## src/rtl/mm_slice_pkg.sv

```systemverilog
package mm_slice_pkg;

  // An access is taken from the manager when a strobe is up and no stall is shown.
  function automatic logic slice_take(input logic wr, input logic rd, input logic up_stall);
    return (wr | rd) & ~up_stall;
  endfunction

  // The held access leaves when the subordinate does not stall.
  function automatic logic slice_drain(input logic full, input logic sub_stall);
    return full & ~sub_stall;
  endfunction

  // Occupancy for the next cycle: a new access, or a held one still stalled.
  function automatic logic slice_fill_next(input logic full, input logic take,
                                           input logic sub_stall);
    return take | (full & sub_stall);
  endfunction

  // The manager is stalled only when the register is full and cannot drain.
  function automatic logic slice_up_stall(input logic full, input logic sub_stall);
    return full & sub_stall;
  endfunction

endpackage

```

## src/rtl/mm_slice_ctrl.sv

```systemverilog
module mm_slice_ctrl
  import mm_slice_pkg::*;
(
  input  logic clk,
  input  logic rst_n,
  input  logic m_write,
  input  logic m_read,
  input  logic s_waitreq,
  output logic full,
  output logic take,
  output logic drain,
  output logic up_stall
);

  logic full_q;

  assign up_stall = slice_up_stall(full_q, s_waitreq);
  assign take     = slice_take(m_write, m_read, up_stall);
  assign drain    = slice_drain(full_q, s_waitreq);
  assign full     = full_q;

  always_ff @(posedge clk or negedge rst_n) begin
    if (!rst_n) full_q <= 1'b0;
    else        full_q <= slice_fill_next(full_q, take, s_waitreq);
  end

endmodule

```

## src/rtl/mm_slice_hold.sv

```systemverilog
module mm_slice_hold #(
  parameter int ADDR_W = 32,
  parameter int DATA_W = 32
) (
  input  logic              clk,
  input  logic              rst_n,
  input  logic              load,
  input  logic [ADDR_W-1:0] in_addr,
  input  logic [DATA_W-1:0] in_wdata,
  input  logic              in_write,
  input  logic              in_read,
  output logic [ADDR_W-1:0] q_addr,
  output logic [DATA_W-1:0] q_wdata,
  output logic              q_write,
  output logic              q_read
);

  localparam int HOLD_W = ADDR_W + DATA_W + 2;

  logic [HOLD_W-1:0] hold_q;

  always_ff @(posedge clk or negedge rst_n) begin
    if (!rst_n)    hold_q <= '0;
    else if (load) hold_q <= {in_addr, in_wdata, in_write, in_read};
  end

  assign {q_addr, q_wdata, q_write, q_read} = hold_q;

endmodule

```

## src/rtl/mm_req_slice.sv

```systemverilog
module mm_req_slice #(
  parameter int ADDR_W = 32,
  parameter int DATA_W = 32,
  parameter bit BYPASS = 1'b0
) (
  input  logic              clk,
  input  logic              rst_n,
  input  logic [ADDR_W-1:0] m_addr,
  input  logic [DATA_W-1:0] m_wdata,
  input  logic              m_write,
  input  logic              m_read,
  output logic              m_waitreq,
  output logic [DATA_W-1:0] m_rdata,
  output logic              m_rdvalid,
  output logic [ADDR_W-1:0] s_addr,
  output logic [DATA_W-1:0] s_wdata,
  output logic              s_write,
  output logic              s_read,
  input  logic              s_waitreq,
  input  logic [DATA_W-1:0] s_rdata,
  input  logic              s_rdvalid
);

  // Internal events, named for the checker.
  logic slice_full;
  logic slice_take;
  logic slice_drain;

  // Responses always pass through.
  assign m_rdata   = s_rdata;
  assign m_rdvalid = s_rdvalid;

  generate
    if (BYPASS) begin : g_wire
      assign s_addr      = m_addr;
      assign s_wdata     = m_wdata;
      assign s_write     = m_write;
      assign s_read      = m_read;
      assign m_waitreq   = s_waitreq;
      assign slice_full  = 1'b0;
      assign slice_take  = 1'b0;
      assign slice_drain = 1'b0;
    end else begin : g_reg
      logic up_stall;
      logic h_write;
      logic h_read;

      mm_slice_ctrl u_ctrl (
        .clk      (clk),
        .rst_n    (rst_n),
        .m_write  (m_write),
        .m_read   (m_read),
        .s_waitreq(s_waitreq),
        .full     (slice_full),
        .take     (slice_take),
        .drain    (slice_drain),
        .up_stall (up_stall)
      );

      mm_slice_hold #(.ADDR_W(ADDR_W), .DATA_W(DATA_W)) u_hold (
        .clk     (clk),
        .rst_n   (rst_n),
        .load    (slice_take),
        .in_addr (m_addr),
        .in_wdata(m_wdata),
        .in_write(m_write),
        .in_read (m_read),
        .q_addr  (s_addr),
        .q_wdata (s_wdata),
        .q_write (h_write),
        .q_read  (h_read)
      );

      assign m_waitreq = up_stall;
      assign s_write   = h_write & slice_full;
      assign s_read    = h_read & slice_full;
    end
  endgenerate

endmodule

```

## config.mk

```make
export PLATFORM = sky130hd
export DESIGN_NAME = mm_req_slice
export DESIGN_NICKNAME = d
export VERILOG_FILES = /design/src/rtl/mm_slice_pkg.sv /design/src/rtl/mm_slice_ctrl.sv /design/src/rtl/mm_slice_hold.sv /design/src/rtl/mm_req_slice.sv
export SDC_FILE = /design/constraint.sdc
export NUM_CORES = 1
export LEC_CHECK = 0
export ABC_AREA = 0
export BUFFER_PORTS_ARGS = -buffer_cell sky130_fd_sc_hd__buf_2
export CAP_MARGIN = 5
export CORE_ASPECT_RATIO = 1.4
export CORE_MARGIN = 3
export CORE_UTILIZATION = 44
export CTS_CLUSTER_DIAMETER = 40
export DETAILED_ROUTE_END_ITERATION = 10
export GPL_TIMING_DRIVEN = 0
export PLACE_DENSITY = 0.86
export SLEW_MARGIN = 25
export SYNTH_ARGS = -nofsm -noshare
export SYNTH_HDL_FRONTEND = slang
export SYNTH_SLANG_ARGS = --single-unit
```

## constraint.sdc

```tcl
create_clock -name clk -period 4.3 [get_ports clk]
set_clock_uncertainty 0.05 [all_clocks]
set_input_delay 0.43 -clock clk [delete_from_list [all_inputs] [get_ports clk]]
set_output_delay 0.43 -clock clk [all_outputs]
set_load 0.01 [all_outputs]
```

==> results.cfg, run 1 <==
[worst_setup_path]
ff2ff_path_depth = 3
crit_path_max_fanout = 10
crit_path_end_kind = flip-flop
reg2reg_from = g_reg.u_ctrl.full$_DFF_PN0_
worstReg2RegEnd = g_reg.u_hold.hold_q[40]$_DFFE_PN0P_
cp.required_ns = 4.46
ff2ff_setup_slack_ns = 2.65
cp.arrival_ns = 1.81
worstSetupStartpointType = flip-flop
critPathKind = flip-flop to flip-flop

[cts]
htree_levels = 3
clock_latency_ns = 0.32
cts_buffers = 9
clock-root-buffer = clkbuf_8
cts_num_sinks = 67
path_clk_slew_ns = 0.08
cts_setup_buffers = 0
cts_resized = 0
cts_buffer_depth = 2
cts_tree = built

[power]
max-vdd-ir-drop_v = 0.000315
p_leak_nw = 2.05
p_per_area_nw_per_um2 = 426

[synthesis]
synth_top_flop_cell = dfrtp_1
synth_top_area_cell = dfrtp_1
synth_common_cells = dfrtp_1 (67), mux2_2 (59), buf_4 (35)
syn_area_sq_um = 2790
yosys_warnings = 0
synthTopCellsByArea = dfrtp_1 (60%), mux2_2 (24%), buf_4 (9.4%)
synth_cells = 182
avgSynthCellArea_sq_um = 15.3
synth_cell_types = 14
synthArstFlopShare_pct = 100
yosysMostFrequentCell = dfrtp_1
synth_top_area_share_pct = 60.0
synthesis.nets = 284
synth_seq_cells = 67
ys_seq_area_share_pct = 60.0
synth_edf_count = 0

[job]
maxCapViolations = 0

[timing]
fin_crit_sh_pct = 38.3
finalSetupTns_ns = 0
maxSlewHeadroom_pct = 70.9
min_period_ns = 1.65
fmaxAchievable_mhz = 607
timing_hold_violations_final = 0
maxSlewViolCount = 0
setup_viol = 0
max_slew.worst_pin.slew_ns = 0.435
rsz0062_at_grt = no

[finish]
n_antenna_cell = 0
final_cells = 438
num-fill-cells = 456
regArea_sq_um = 1680
multi_input_area_sq_um = 801
syn_to_final_growth_pct = 42.5
nets = 465
layout-drive-gt1-share_pct = 77.4

[floorplanning]
core-area_sq_um = 5990
die_x_um = 73.3
die_area_sq_um = 7350
start_util_pct = 46.6
die_y_um = 100
fp-row-count = 33
pin_count = 202

[global_routing]
grt_pass1_vias = 2110
grt_overflow = 0
grt_max_degree = 35
grt_usage_pct = 17.2
antenna_found_initial = 0
grt_pass1_wl_um = 9580

[placement]
place.gp.congestion = 0.725
portBuffers = 168
dp_hpwl_um = 5220
dp_cells = 421

[route]
vias = 2042
drtPass1Iterations = 4
routed_wl_um = 6430
routedWlPerCell_um = 14.7
antenna_left = 0
drt_first_iter_violations = 53
drc_errors = 0
routed_via_density = 4.66

[hold_path]
whs_endpoint = g_reg.u_hold.hold_q[7]$_DFFE_PN0P_
worstHoldPathType = primary input to flip-flop
min_from = m_wdata[5]
hold_depth = 2

[status]
outcome = completed
stage by stage:
stage | hold slack [ns] | utilization, % | setup WS [ns] | instance area (sq um) | total power, mW
global route | 0.243 | 66.5 | 2.55 | 3980 | 1.78
CTS | 0.243 | 66.5 | 2.61 | 3980 | 1.72
detailed placement | 0.355 | 62.5 | 2.52 | 3740 | 1.14
finish | 0.258 | 66.5 | 2.65 | 3980 | 1.69
global placement | 0.402 | 62.2 | 2.53 | 3720 | 1.12
floorplan | 0.0844 | - | 2.86 | 2790 | 0.961
timing repair:
action	CTS	global route
hold endpoints to repair	27	0
hold buffers	1	0
endpoints found under the setup margin	0	0
flip-flops by register name, indices dropped and copies added, names as in the netlist:
signal	flops
g_reg.u_ctrl.full	1
g_reg.u_hold.hold_q	66
cell usage in the layout (no fill, tap or decap):
master         synthesis  routed
mux2_2                59      59
o21ai_0                1       1
mux2_1                 5       5
clkinv_4               0       2
a2bb2oi_4              1       1
inv_1                  2       2
inv_6                  0       1
a21boi_0               1       1
a21o_1                 1       1
buf_12                 0       1
clkinvlp_4             0       2
a21bo_2                1       1
bufinv_16              0       2
clkbuf_8               0       9
nand2_1                2       2
and2_1                 2       2
buf_4                 35      36
buf_2                  0     167
nor2_1                 1       1
dlygate4sd3_1          0       1
buf_6                  4       4
dfrtp_1               67      67
worst max-delay path, cell delays in order, from the launching register on:
cell       delay, ns
dfrtp_1         0.45
a2bb2oi_4       0.41
buf_4           0.27
mux2_2          0.35
power by group:
group,switching [mW],internal (mW),leakage (nW),total (mW)
combinational,0.163,0.198,1.16,0.361
sequential,0.0400,0.717,0.779,0.757
clock,0.246,0.330,0.106,0.576
how the worst max path moves through the flow:
stage,startpoint,to
6_report,g_reg.u_ctrl.full$_DFF_PN0_,g_reg.u_hold.hold_q[40]$_DFFE_PN0P_
5_1_grt,g_reg.u_ctrl.full$_DFF_PN0_,g_reg.u_hold.hold_q[46]$_DFFE_PN0P_
4_1_cts,g_reg.u_ctrl.full$_DFF_PN0_,g_reg.u_hold.hold_q[40]$_DFFE_PN0P_
3_5_place_dp,s_waitreq,g_reg.u_hold.hold_q[57]$_DFFE_PN0P_
3_3_place_gp,rst_n,g_reg.u_hold.hold_q[23]$_DFFE_PN0P_
2_1_floorplan,g_reg.u_ctrl.full$_DFF_PN0_,g_reg.u_hold.hold_q[38]$_DFFE_PN0P_
kinds of logic after synthesis:
kind of cell | after synthesis | share of synthesized area [%]
muxes | 64 | 25.8
buffers and inverters | 41 | 11.3
AOI/OAI and AO/OA | 5 | 2.02
and+or+nand+nor | 5 | 0.851
DFF | 67 | 60.0
metal layers:
| layer | track usage (%) | share of wire [%] |
|---|---|---|
| met5 | 0 | 0 |
| met2 | 32.5 | 57 |
| met3 | 4.61 | 9.2 |
| met4 | 7.81 | 2.3 |
| met1 | 16.8 | 32 |
layout make-up:
cell class / count / area share, %
clock buffers: 9 / 3.11
clock inverters: 7 / 2.55
well taps: 70 / 2.20
multi-input cells: 74 / 20.1
inverters: 2 / 0.189
flip-flops and latches: 67 / 42.1
plain buffers: 39 / 7.74
repair buffers: 170 / 21.9
(Power assumes the default switching activity.)
==> inputs of run 2 (changes only) <==
--- a/config.mk
+++ b/config.mk
@@ -10,11 +10,11 @@
 export CAP_MARGIN = 5
 export CORE_ASPECT_RATIO = 1.4
 export CORE_MARGIN = 3
-export CORE_UTILIZATION = 44
+export CORE_UTILIZATION = 37
 export CTS_CLUSTER_DIAMETER = 40
 export DETAILED_ROUTE_END_ITERATION = 10
 export GPL_TIMING_DRIVEN = 0
-export PLACE_DENSITY = 0.86
+export PLACE_DENSITY = 0.77
 export SLEW_MARGIN = 25
 export SYNTH_ARGS = -nofsm -noshare
 export SYNTH_HDL_FRONTEND = slang
==> constraint.sdc (replaced) <==
create_clock -name clk -period 1.35 [get_ports clk]
set_clock_uncertainty 0.05 [all_clocks]
set_input_delay 0.135 -clock clk [delete_from_list [all_inputs] [get_ports clk]]
set_output_delay 0.135 -clock clk [all_outputs]
set_load 0.01 [all_outputs]
==> run 2 against run 1 <==
  * Flip-flop and latch count unchanged
  * Sequential share of layout area fell by 6.5 points
  * The run now ends with negative setup slack left
  * Combinational power grew to 3.8 times the previous value
  * Highest routed layer unchanged
==> results.cfg, run 2 (synthesized netlist as in run 1, its figures left out) <==
[status]
outcome = complete, but fails checks
violations = negative setup slack

[cts]
cts_buffers = 9
htree_levels = 3
cts_tree = built
cts_buffer_depth = 2
path_clk_slew_ns = 0.06
clock_latency_ns = 0.32
cts_num_sinks = 67
clock-root-buffer = clkbuf_8

[route]
routedWlPerCell_um = 14.4
antenna_left = 0
routed_via_density = 4.42
drt_first_iter_violations = 45
vias = 2348
routed_wl_um = 7660
drtPass1Iterations = 4
drc_errors = 0

[placement]
placed_area_sq_um = 3780
dp_hpwl_um = 5110
place.gp.congestion = 0.662
portBuffers = 168

[timing]
fmaxAchievable_mhz = 715
rsz0062_at_grt = yes
min_period_ns = 1.40
holdWs_ns = 0.0256
fin_crit_sh_pct = 104
maxSlewHeadroom_pct = 75.6
worst_slack_ns = -0.0490
max_slew.worst_pin.slew_ns = 0.366
timing_hold_violations_final = 0
setup_viol = 62
maxSlewViolCount = 0

[power]
p_leak_nw = 2.35
max-vdd-ir-drop_v = 0.000728
total_power_mw = 5.34
p_per_area_nw_per_um2 = 1130

[worst_setup_path]
worstReg2RegEnd = g_reg.u_hold.hold_q[46]$_DFFE_PN0P_
crit_path_top_delay_cell = dfrtp_2
path_cells = a2bb2oi_4 > buf_12 > buf_8 > mux2_2
crit_path_end_kind = flip-flop
cp.required_ns = 1.51
ff2ff_setup_slack_ns = -0.05
cp_num_buf_inv = 2
cp_slowest_stage_delay_ns = 0.42
reg2reg_from = g_reg.u_ctrl.full$_DFF_PN0_
cp.arrival_ns = 1.56
worstSetupStartpointType = flip-flop
ff2ff_path_depth = 4
cp_top_family = flip-flops
crit_path_max_fanout = 10
critPathKind = flip-flop to flip-flop

[finish]
final_cell_mix = buf_2 (167), dfrtp_1 (66), dlygate4sd3_1 (66), mux2_2 (57), buf_4 (36)
fin_area_sq_um = 4700
largest_reg_flops = 66
nets = 533
layout_commonest_cell = buf_2
top_register = g_reg.u_hold.hold_q
layout-drive-gt1-share_pct = 66.1
final_util_pct = 65.7
n_antenna_cell = 0
syn_to_final_growth_pct = 68.4

[global_routing]
grt_overflow = 0
grt_pass1_wl_um = 11700
grt_pass1_vias = 2534
grt_max_degree = 42
grt_usage_pct = 17.7
antenna_found_initial = 0

[job]
maxCapViolations = 0

[hold_path]
whs_endpoint = g_reg.u_ctrl.full$_DFF_PN0_
hold_depth = 3
worstHoldPathType = primary input to flip-flop
min_from = m_read

[floorplanning]
die_y_um = 109
die_x_um = 79.4
pin_count = 202
core-area_sq_um = 7160
start_util_pct = 39.0
die_area_sq_um = 8640
fp-row-count = 36
-- run 2: how the worst max path moves through the flow --
stage,endpoint,depth (start not counted),from,slack [ns]
6_report,g_reg.u_hold.hold_q[46]$_DFFE_PN0P_,4,g_reg.u_ctrl.full$_DFF_PN0_,-0.05
4_1_cts,g_reg.u_hold.hold_q[2]$_DFFE_PN0P_,4,g_reg.u_ctrl.full$_DFF_PN0_,-0.06
2_1_floorplan,g_reg.u_hold.hold_q[2]$_DFFE_PN0P_,3,g_reg.u_ctrl.full$_DFF_PN0_,-0.06
5_1_grt,g_reg.u_hold.hold_q[21]$_DFFE_PN0P_,4,g_reg.u_ctrl.full$_DFF_PN0_,-0.1
3_5_place_dp,g_reg.u_hold.hold_q[30]$_DFFE_PN0P_,3,g_reg.u_ctrl.full$_DFF_PN0_,-0.29
3_3_place_gp,g_reg.u_hold.hold_q[2]$_DFFE_PN0P_,3,g_reg.u_ctrl.full$_DFF_PN0_,-0.27
-- run 2: power by group --
group | leakage, nW | switching (mW) | internal, mW | total, mW
clock | 0.0997 | 0.695 | 0.868 | 1.56
combinational | 1.47 | 0.571 | 0.788 | 1.36
sequential | 0.779 | 0.131 | 2.29 | 2.42
-- run 2: cell type report --
class	count	area, sq um
fill	508	2460
sequential	67	1680
timing repair buffer	238	1560
multi-input combinational	74	811
buffer	39	338
clock buffer	15	186
tap	95	119
inverter	2	7.51
clock inverter	1	5.00
-- run 2: through the flow --
stage	TNS (ns)	worst slack, ns	instances
global placement	-27.35	-0.273	445
CTS	-2.58	-0.0576	532
floorplan	-3.46	-0.0596	182
global route	-5.07	-0.0982	531
finish	-1.90	-0.0490	531
detailed placement	-16.35	-0.287	446
-- run 2: worst register-to-register path, cell delays in order, from the launching register on --
cell and delay [ns]:
dfrtp_2 0.42, a2bb2oi_4 0.16, buf_12 0.16, buf_8 0.15
mux2_2 0.34
-- run 2: routing by layer --
layer | global-route usage (%) | vias to the layer above | part of all wire (%)
met1 | 17.8 | 1122 | 34
met3 | 4.55 | 18 | 8.4
met2 | 33.5 | 128 | 55
li1 | - | 1080 | -
met5 | 0 | - | 0
met4 | 7.99 | 0 | 2.4
-- run 2: timing repair --
| item | in CTS | in global routing |
|---|---|---|
| hold endpoints to repair | 97 | 0 |
| setup endpoints to repair | 64 | 66 |
| hold buffers | 67 | 0 |
| resized for setup | 5 | 5 |
| buffers inserted | 3 | 0 |
| pin swaps | 1 | 0 |
